--- src/rtl/tx_asm_pkg.sv ---
package tx_asm_pkg;

  localparam int HDR_WORDS = 21;
  localparam int HDR_LAST  = HDR_WORDS - 1;
  localparam logic [15:0] ETH_TYPE_V4 = 16'h0800;
  localparam logic [15:0] IP_VER_IHL  = 16'h4500;
  localparam logic [7:0]  PROTO_UDP   = 8'h11;
  localparam int UDP_HDR_BYTES = 8;
  localparam int IP_HDR_BYTES  = 20;

  typedef enum logic [2:0] {
    S_IDLE,
    S_CPU,
    S_PAY,
    S_CALC,
    S_HDR
  } asm_state_t;

  // 16-bit ones'-complement add with end-around carry
  function automatic logic [15:0] oc_add(input logic [15:0] a, input logic [15:0] b);
    logic [16:0] s;
    s = {1'b0, a} + {1'b0, b};
    return s[15:0] + {15'd0, s[16]};
  endfunction

endpackage

--- src/rtl/tx_asm_acc.sv ---
module tx_asm_acc
  import tx_asm_pkg::*;
(
  input  logic        clk,
  input  logic        rst,
  input  logic        clr,
  input  logic        en,
  input  logic [15:0] din,
  output logic [15:0] sum
);

  always_ff @(posedge clk) begin
    if (rst || clr) sum <= 16'd0;
    else if (en)    sum <= oc_add(sum, din);
  end

endmodule

--- src/rtl/tx_asm_ocsum.sv ---
module tx_asm_ocsum
  import tx_asm_pkg::*;
#(
  parameter int N = 4
) (
  input  logic [N-1:0][15:0] terms,
  output logic [15:0]        sum
);

  always_comb begin
    sum = 16'd0;
    for (int i = 0; i < N; i++) sum = oc_add(sum, terms[i]);
  end

endmodule

--- src/rtl/tx_asm_space.sv ---
module tx_asm_space #(
  parameter int AW   = 13,
  parameter int NEED = 4507
) (
  input  logic [AW:0] wr_ptr,
  input  logic [AW:0] rd_ptr,
  output logic        ok
);

  localparam logic [AW+1:0] CAP   = {2'b01, {AW{1'b0}}};
  localparam logic [AW+1:0] NEEDW = (AW+2)'(NEED);

  logic [AW:0]   used;
  logic [AW+1:0] free_w;

  always_comb begin
    used   = wr_ptr - rd_ptr;
    free_w = CAP - {1'b0, used};
    ok     = (free_w >= NEEDW);
  end

endmodule

--- src/rtl/tx_asm_hdr.sv ---
module tx_asm_hdr
  import tx_asm_pkg::*;
#(
  parameter int TTL = 64
) (
  input  logic [4:0]  idx,
  input  logic [47:0] mac_dst,
  input  logic [47:0] mac_src,
  input  logic [31:0] ip_src,
  input  logic [31:0] ip_dst,
  input  logic [15:0] port_src,
  input  logic [15:0] port_dst,
  input  logic [15:0] tot_len,
  input  logic [15:0] udp_len,
  input  logic [15:0] ip_ck,
  input  logic [15:0] udp_ck,
  output logic [15:0] word
);

  localparam logic [7:0] TTL_B = 8'(TTL);

  always_comb begin
    case (idx)
      5'd0:    word = mac_dst[47:32];
      5'd1:    word = mac_dst[31:16];
      5'd2:    word = mac_dst[15:0];
      5'd3:    word = mac_src[47:32];
      5'd4:    word = mac_src[31:16];
      5'd5:    word = mac_src[15:0];
      5'd6:    word = ETH_TYPE_V4;
      5'd7:    word = IP_VER_IHL;
      5'd8:    word = tot_len;
      5'd9:    word = 16'h0000;
      5'd10:   word = 16'h0000;
      5'd11:   word = {TTL_B, PROTO_UDP};
      5'd12:   word = ip_ck;
      5'd13:   word = ip_src[31:16];
      5'd14:   word = ip_src[15:0];
      5'd15:   word = ip_dst[31:16];
      5'd16:   word = ip_dst[15:0];
      5'd17:   word = port_src;
      5'd18:   word = port_dst;
      5'd19:   word = udp_len;
      5'd20:   word = udp_ck;
      default: word = 16'h0000;
    endcase
  end

endmodule

--- src/rtl/tx_udp_assembler.sv ---
module tx_udp_assembler
  import tx_asm_pkg::*;
#(
  parameter int BUF_AW      = 13,
  parameter int JUMBO_BYTES = 9014,
  parameter int IP_TTL      = 64,
  parameter int CNT_W       = 16
) (
  input  logic              clk,
  input  logic              rst,
  input  logic [15:0]       fifo_data,
  input  logic              fifo_valid,
  input  logic              fifo_eof,
  input  logic              fifo_odd,
  output logic              fifo_rd,
  output logic              buf_we,
  output logic [BUF_AW-1:0] buf_addr,
  output logic [15:0]       buf_wdata,
  input  logic [BUF_AW:0]   rd_ptr,
  output logic [BUF_AW:0]   wr_ptr,
  output logic              buf_empty,
  input  logic [47:0]       mac_dst,
  input  logic [47:0]       mac_src,
  input  logic [31:0]       ip_src,
  input  logic [31:0]       ip_dst,
  input  logic [15:0]       port_src,
  input  logic [15:0]       port_dst,
  input  logic              cpu_req,
  output logic              cpu_gnt
);

  localparam int PW          = BUF_AW + 1;
  localparam int JUMBO_WORDS = (JUMBO_BYTES + 1) / 2;
  localparam logic [PW-1:0] HDR_OFF = PW'(HDR_WORDS);
  localparam logic [7:0]    TTL_B   = 8'(IP_TTL);

  asm_state_t       state;
  logic [PW-1:0]    base;
  logic [CNT_W-1:0] nwords;
  logic [15:0]      nbytes;
  logic [4:0]       hidx;
  logic [15:0]      udp_ck, ip_ck;

  logic        space_ok;
  logic        take;
  logic [15:0] pay_word;
  logic [15:0] psum;
  logic [15:0] udp_len, tot_len;
  logic [15:0] udp_raw, ip_raw, udp_fin;
  logic [15:0] hdr_word;
  logic [PW-1:0] pay_ptr, hdr_ptr, end_ptr;

  assign fifo_rd = (state == S_PAY);
  assign take    = fifo_rd && fifo_valid;
  assign pay_word = (fifo_eof && fifo_odd) ? {fifo_data[15:8], 8'h00} : fifo_data;
  assign udp_len = nbytes + 16'(UDP_HDR_BYTES);
  assign tot_len = nbytes + 16'(UDP_HDR_BYTES + IP_HDR_BYTES);
  assign pay_ptr = base + HDR_OFF + PW'(nwords);
  assign hdr_ptr = base + PW'(hidx);
  assign end_ptr = base + HDR_OFF + PW'(nwords);

  tx_asm_space #(.AW(BUF_AW), .NEED(JUMBO_WORDS)) u_space (
    .wr_ptr (wr_ptr),
    .rd_ptr (rd_ptr),
    .ok     (space_ok)
  );

  tx_asm_acc u_acc (
    .clk (clk),
    .rst (rst),
    .clr (state == S_IDLE),
    .en  (take),
    .din (pay_word),
    .sum (psum)
  );

  tx_asm_ocsum #(.N(10)) u_udp_sum (
    .terms ({psum, ip_src[31:16], ip_src[15:0], ip_dst[31:16], ip_dst[15:0],
             {8'h00, PROTO_UDP}, udp_len, port_src, port_dst, udp_len}),
    .sum   (udp_raw)
  );

  tx_asm_ocsum #(.N(9)) u_ip_sum (
    .terms ({IP_VER_IHL, tot_len, 16'h0000, 16'h0000, {TTL_B, PROTO_UDP},
             ip_src[31:16], ip_src[15:0], ip_dst[31:16], ip_dst[15:0]}),
    .sum   (ip_raw)
  );

  assign udp_fin = (~udp_raw == 16'h0000) ? 16'hFFFF : ~udp_raw;

  tx_asm_hdr #(.TTL(IP_TTL)) u_hdr (
    .idx      (hidx),
    .mac_dst  (mac_dst),
    .mac_src  (mac_src),
    .ip_src   (ip_src),
    .ip_dst   (ip_dst),
    .port_src (port_src),
    .port_dst (port_dst),
    .tot_len  (tot_len),
    .udp_len  (udp_len),
    .ip_ck    (ip_ck),
    .udp_ck   (udp_ck),
    .word     (hdr_word)
  );

  always_ff @(posedge clk) begin
    if (rst) begin
      state     <= S_IDLE;
      base      <= '0;
      wr_ptr    <= '0;
      nwords    <= '0;
      nbytes    <= '0;
      hidx      <= '0;
      udp_ck    <= '0;
      ip_ck     <= '0;
      buf_we    <= 1'b0;
      buf_addr  <= '0;
      buf_wdata <= '0;
      cpu_gnt   <= 1'b0;
      buf_empty <= 1'b1;
    end else begin
      buf_we    <= 1'b0;
      buf_empty <= (wr_ptr == rd_ptr);
      case (state)
        S_IDLE: begin
          if (space_ok) begin
            if (cpu_req) begin
              cpu_gnt <= 1'b1;
              state   <= S_CPU;
            end else if (fifo_valid) begin
              base   <= wr_ptr;
              nwords <= '0;
              nbytes <= '0;
              state  <= S_PAY;
            end
          end
        end
        S_CPU: begin
          if (!cpu_req) begin
            cpu_gnt <= 1'b0;
            state   <= S_IDLE;
          end
        end
        S_PAY: begin
          if (fifo_valid) begin
            buf_we    <= 1'b1;
            buf_addr  <= pay_ptr[BUF_AW-1:0];
            buf_wdata <= pay_word;
            nwords    <= nwords + 1'b1;
            nbytes    <= nbytes + ((fifo_eof && fifo_odd) ? 16'd1 : 16'd2);
            if (fifo_eof) state <= S_CALC;
          end
        end
        S_CALC: begin
          udp_ck <= udp_fin;
          ip_ck  <= ~ip_raw;
          hidx   <= 5'(HDR_LAST);
          state  <= S_HDR;
        end
        S_HDR: begin
          buf_we    <= 1'b1;
          buf_addr  <= hdr_ptr[BUF_AW-1:0];
          buf_wdata <= hdr_word;
          if (hidx == 5'd0) begin
            wr_ptr <= end_ptr;
            state  <= S_IDLE;
          end else begin
            hidx <= hidx - 1'b1;
          end
        end
        default: state <= S_IDLE;
      endcase
    end
  end

endmodule

--- config.mk ---
export PLATFORM = sky130hd
export DESIGN_NAME = tx_udp_assembler
export DESIGN_NICKNAME = d
export VERILOG_FILES = /design/src/rtl/tx_asm_pkg.sv /design/src/rtl/tx_asm_acc.sv /design/src/rtl/tx_asm_ocsum.sv /design/src/rtl/tx_asm_space.sv /design/src/rtl/tx_asm_hdr.sv /design/src/rtl/tx_udp_assembler.sv
export SDC_FILE = /design/constraint.sdc
export NUM_CORES = 1
export LEC_CHECK = 0
export BUFFER_PORTS_ARGS = -buffer_cell sky130_fd_sc_hd__buf_2
export CAP_MARGIN = 20
export CORE_MARGIN = 8
export CORE_UTILIZATION = 40
export DETAILED_ROUTE_END_ITERATION = 6
export GPL_ROUTABILITY_DRIVEN = 0
export PLACE_DENSITY_LB_ADDON = 0.12
export SKIP_LAST_GASP = 1
export SYNTH_ARGS = -nofsm -noshare
export SYNTH_HDL_FRONTEND = slang
export SYNTH_SLANG_ARGS = --single-unit
--- constraint.sdc ---
create_clock -name clk -period 27.6 [get_ports clk]
set_input_delay 4.14 -clock clk [delete_from_list [all_inputs] [get_ports clk]]
set_output_delay 4.14 -clock clk [all_outputs]
set_load 0.03 [all_outputs]
==> summary.md <==
| Metric | Value |
|---|---|
| Headroom to the max-slew limit | 0.279 |
| Area growth from synthesis to layout | 30.6% |
| Clock Latency Late Sink | around 440 ps |
| Site row count | 90 |
| Library cell with the highest instance count after synthesis | sky130_fd_sc_hd__ha_1 |
| Max H-tree Level | 4 |
| Count of maximum capacitance violations | 0 |
| Actual slew at the worst max-slew pin | around 1100 ps |
| Remaining Overflow, GRT | 0 |
| Type of the worst setup path | in -> reg |
| Synth Flop Type | sky130_fd_sc_hd__dfxtp_1 |
| Initial core utilization | 0.405 |
| CTS buffer count | 17 |
| Yosys warning total | 0 |
| Share of the synthesized area in the top cell type | 0.155 |
| Final period util | 0.991 |
| Fill cell total of the finished layout | roughly 5700 |
| Mean Syn Cell Area | 7.51 sq um |
| Distinct cell type count of the synthesized netlist | 114 |
| Post-synthesis instance total | 3254 |
| Total routing usage reported by global routing | 0.280 |
| CTS tree | done |
| Net Count, Synth | 3802 |
| Final slew viol count | 0 |
| Total Neg Setup Slack | 0 ps |
| Final number of hold-violating endpoints | 0 |
| Number of register bits inferred by synthesis | 146 |
| Final WL | 104000 um |
| Kind of launch point of the worst setup path | input pin |
| Post-detailed-placement half-perimeter wirelength | 84400 um |
| Required time reported for the critical path endpoint | around 28000 ps |
| Number of vias in the routed layout | 28000 |
| Area of the mapped netlist | ~24000 sq um |
| Chip Width | 263 um |
| Violation count after the first detailed-route iteration | 2400 |
| Count of endpoints failing setup in the final report | 0 |
| Path category of the worst min-delay check | reg -> reg |
| Number of vias per cell after detailed routing | between 5 and 6 |
| Total die area | 69200 sq um |
| Detailed-route DRC error count | 1 |
| Clock Pin Slew Worst Setup and Hold Paths | 70 ps |
| Core Region | 60400 sq um |
| Initial antenna violation count | 3 |
| Count of buffers from port buffering | between 200 and 300 |
| Arrival @ worst endpoint | 27700 ps |
| Worst hold slack after final layout | about 480 ps |
| Count of hold-fix buffers inserted at cts | 0 |
| Number of sinks handled by clock tree synthesis | 146 |
| Run status | finished, violations left |
| Most frequent cell on the critical path | sky130_fd_sc_hd__a21o_1 |
| Fraction of final layout cells with drive strength greater than 1 | 0.268 |
| Final Skew | 16.7 ps |
| Worst-case register-to-register setup slack | 2750 ps |
| Number of I/O pins | 275 |
| Most area-consuming cells after synthesis | sky130_fd_sc_hd__ha_1, sky130_fd_sc_hd__dfxtp_1, sky130_fd_sc_hd__xnor2_1 |
| Number of flops mapped to enable cells by yosys | 0 |
| Maximum number of pins on one net before global-route repair | just over 100 |
| Pre-Repair DR Iteration Count | 7 |
| Most numerous cell types in the synthesized netlist | sky130_fd_sc_hd__ha_1, sky130_fd_sc_hd__nor2_1, sky130_fd_sc_hd__xnor2_1, sky130_fd_sc_hd__nand2_1, sky130_fd_sc_hd__a21oi_1 |
| Final critical path time including I/O delays and setup | 27350 ps |
| Critical Path Slowest Stage Cell | sky130_fd_sc_hd__or4_4 |
| Violated checks | DRC |
| Vias in the first global route | 27300 |
| First-pass GRT wire length | 155000 um |
| Unrepaired setup endpoints after global routing | true |
| Clk root buf | sky130_fd_sc_hd__clkbuf_16 |
| Kind of end point of the critical path | flip-flop |
| FFs w/ async S/R, synth | 0 |
| Sequential cell area fraction in the yosys report | 0.120 |
| Average detailed-routed wire length per instance | about 22 um |
| Critical path fanouts, max | 6 |
| Die boundary height | 263 um |
| Top cell type by total area after synthesis | sky130_fd_sc_hd__ha_1 |
| Nets | 4468 |
| Achievable frequency | 36.6 MHz |
| Number of nets still failing antenna checks after routing | 0 |
| Crit-path max cell delay | between 500 and 600 ps |
| Clock tree buffer depth | 2 |
[layout by cell type (no fill, tap or decap), types with 15 or more instances in the layout]
master	instances
sky130_fd_sc_hd__buf_4	480
sky130_fd_sc_hd__nor2_1	293
sky130_fd_sc_hd__ha_1	274
sky130_fd_sc_hd__buf_2	273
sky130_fd_sc_hd__xnor2_1	238
sky130_fd_sc_hd__nand2_1	236
sky130_fd_sc_hd__a21oi_1	185
sky130_fd_sc_hd__inv_1	165
sky130_fd_sc_hd__xor2_1	160
sky130_fd_sc_hd__dfxtp_1	146
sky130_fd_sc_hd__o21ai_0	119
sky130_fd_sc_hd__nand3_1	111
sky130_fd_sc_hd__nor3_1	76
sky130_fd_sc_hd__a211oi_1	69
sky130_fd_sc_hd__a21o_1	66
sky130_fd_sc_hd__nand4_1	53
sky130_fd_sc_hd__mux2i_1	47
sky130_fd_sc_hd__a22oi_1	46
sky130_fd_sc_hd__and3_1	45
sky130_fd_sc_hd__nand3b_1	35
sky130_fd_sc_hd__nand2b_1	34
sky130_fd_sc_hd__o21bai_1	34
sky130_fd_sc_hd__and2_1	32
sky130_fd_sc_hd__o21a_1	32
sky130_fd_sc_hd__or3_1	23
sky130_fd_sc_hd__ha_4	23
sky130_fd_sc_hd__o21ai_1	22
sky130_fd_sc_hd__nor4_1	22
sky130_fd_sc_hd__a222oi_1	22
sky130_fd_sc_hd__nor2b_1	21
sky130_fd_sc_hd__a21oi_2	20
sky130_fd_sc_hd__o211ai_1	20
sky130_fd_sc_hd__a221oi_1	20
sky130_fd_sc_hd__a31oi_1	19
sky130_fd_sc_hd__a22o_1	19
sky130_fd_sc_hd__or2_2	18
sky130_fd_sc_hd__clkbuf_16	17
sky130_fd_sc_hd__a21boi_0	15
sky130_fd_sc_hd__a211oi_2	15
[critical path, delay by kind of cell]
kind | cells | cell delay (ps)
buf+inv | 12 | 1430
fa+ha+maj | 22 | 5140
compound gates | 53 | 8420
simple gates | 39 | 6970
xor+xnor | 9 | 1550
[logic make-up (layout without fill, tap and decap cells)]
logic type | after synthesis | count (layout) | synth area share
other | 0 | 1 | 0
xor gates and xnor gates | 430 | 430 | 0.160
DFF | 146 | 146 | 0.120
buffers and inverters | 286 | 964 | 0.0450
adders and majority gates | 321 | 321 | 0.170
and+or+nand+nor | 1141 | 1141 | 0.237
AOI/OAI and AO/OA | 880 | 881 | 0.248
muxes | 50 | 50 | 0.0206
[per-stage QoR]
| stage | instances | utilization | cell area (sq um) | worst slack [ps] |
|---|---|---|---|---|
| 6_report | 4716 | 0.529 | 31900 | 247 |
| 5_1_grt | 4715 | 0.529 | 31900 | -813 |
| 4_1_cts | 4676 | 0.509 | 30700 | 22.3 |
| 3_5_place_dp | 4576 | 0.486 | 29300 | -1600 |
| 3_3_place_gp | 4576 | 0.486 | 29300 | -976 |
| 2_1_floorplan | 3254 | - | 24600 | 9.05 |
[cell type report]
cell class | count | area, sq um | share of cell area
diodes | 1 | 2.50 | 0.0000784
inverters | 173 | 649 | 0.0203
multi-input cells | 2823 | 21700 | 0.680
clock buffers | 17 | 425 | 0.0133
flip-flops and latches | 146 | 2920 | 0.0916
well taps | 782 | 978 | 0.0307
repair buffers | 759 | 5040 | 0.158
clock inverters | 15 | 196 | 0.00616
[layer usage]
metal / GRT usage / up-vias / wire (um)
li1: - / 13300 / -
met1: 0.354 / 13300 / 43800
met2: 0.454 / 1145 / 46900
met3: 0.0613 / 240 / 8420
met4: 0.126 / 4 / 5220
met5: 0 / - / 24
[sequential cells by signal, indices dropped and copies added, names as in the netlist]
name and count:
nbytes 16, buf_we 1, state 3, udp_ck 16, nwords 14, u_acc.sum 16
buf_wdata 16, ip_ck 16, cpu_gnt 1, wr_ptr 14, buf_addr 13, hidx 5
buf_empty 1, base 14
[timing repair]
item,CTS,global route
gates resized for setup,71,175
setup buffers,67,41
cloned,1,0
pin swaps,67,168
setup endpoints to repair,16,16
[worst paths after layout]
kind,startpoint,endpoint,cells after the start
max,port_dst[0],udp_ck[11]$_SDFFE_PP0P_,135
min,ip_ck[6]$_SDFFE_PP0P_,ip_ck[6]$_SDFFE_PP0P_,2
max reg2reg,nbytes[4]$_SDFFE_PP0P_,udp_ck[11]$_SDFFE_PP0P_,134
min reg2reg,ip_ck[6]$_SDFFE_PP0P_,ip_ck[6]$_SDFFE_PP0P_,2
Power is not shown: default switching activity piles up to over one toggle a cycle in this logic, so the estimate is an artifact.
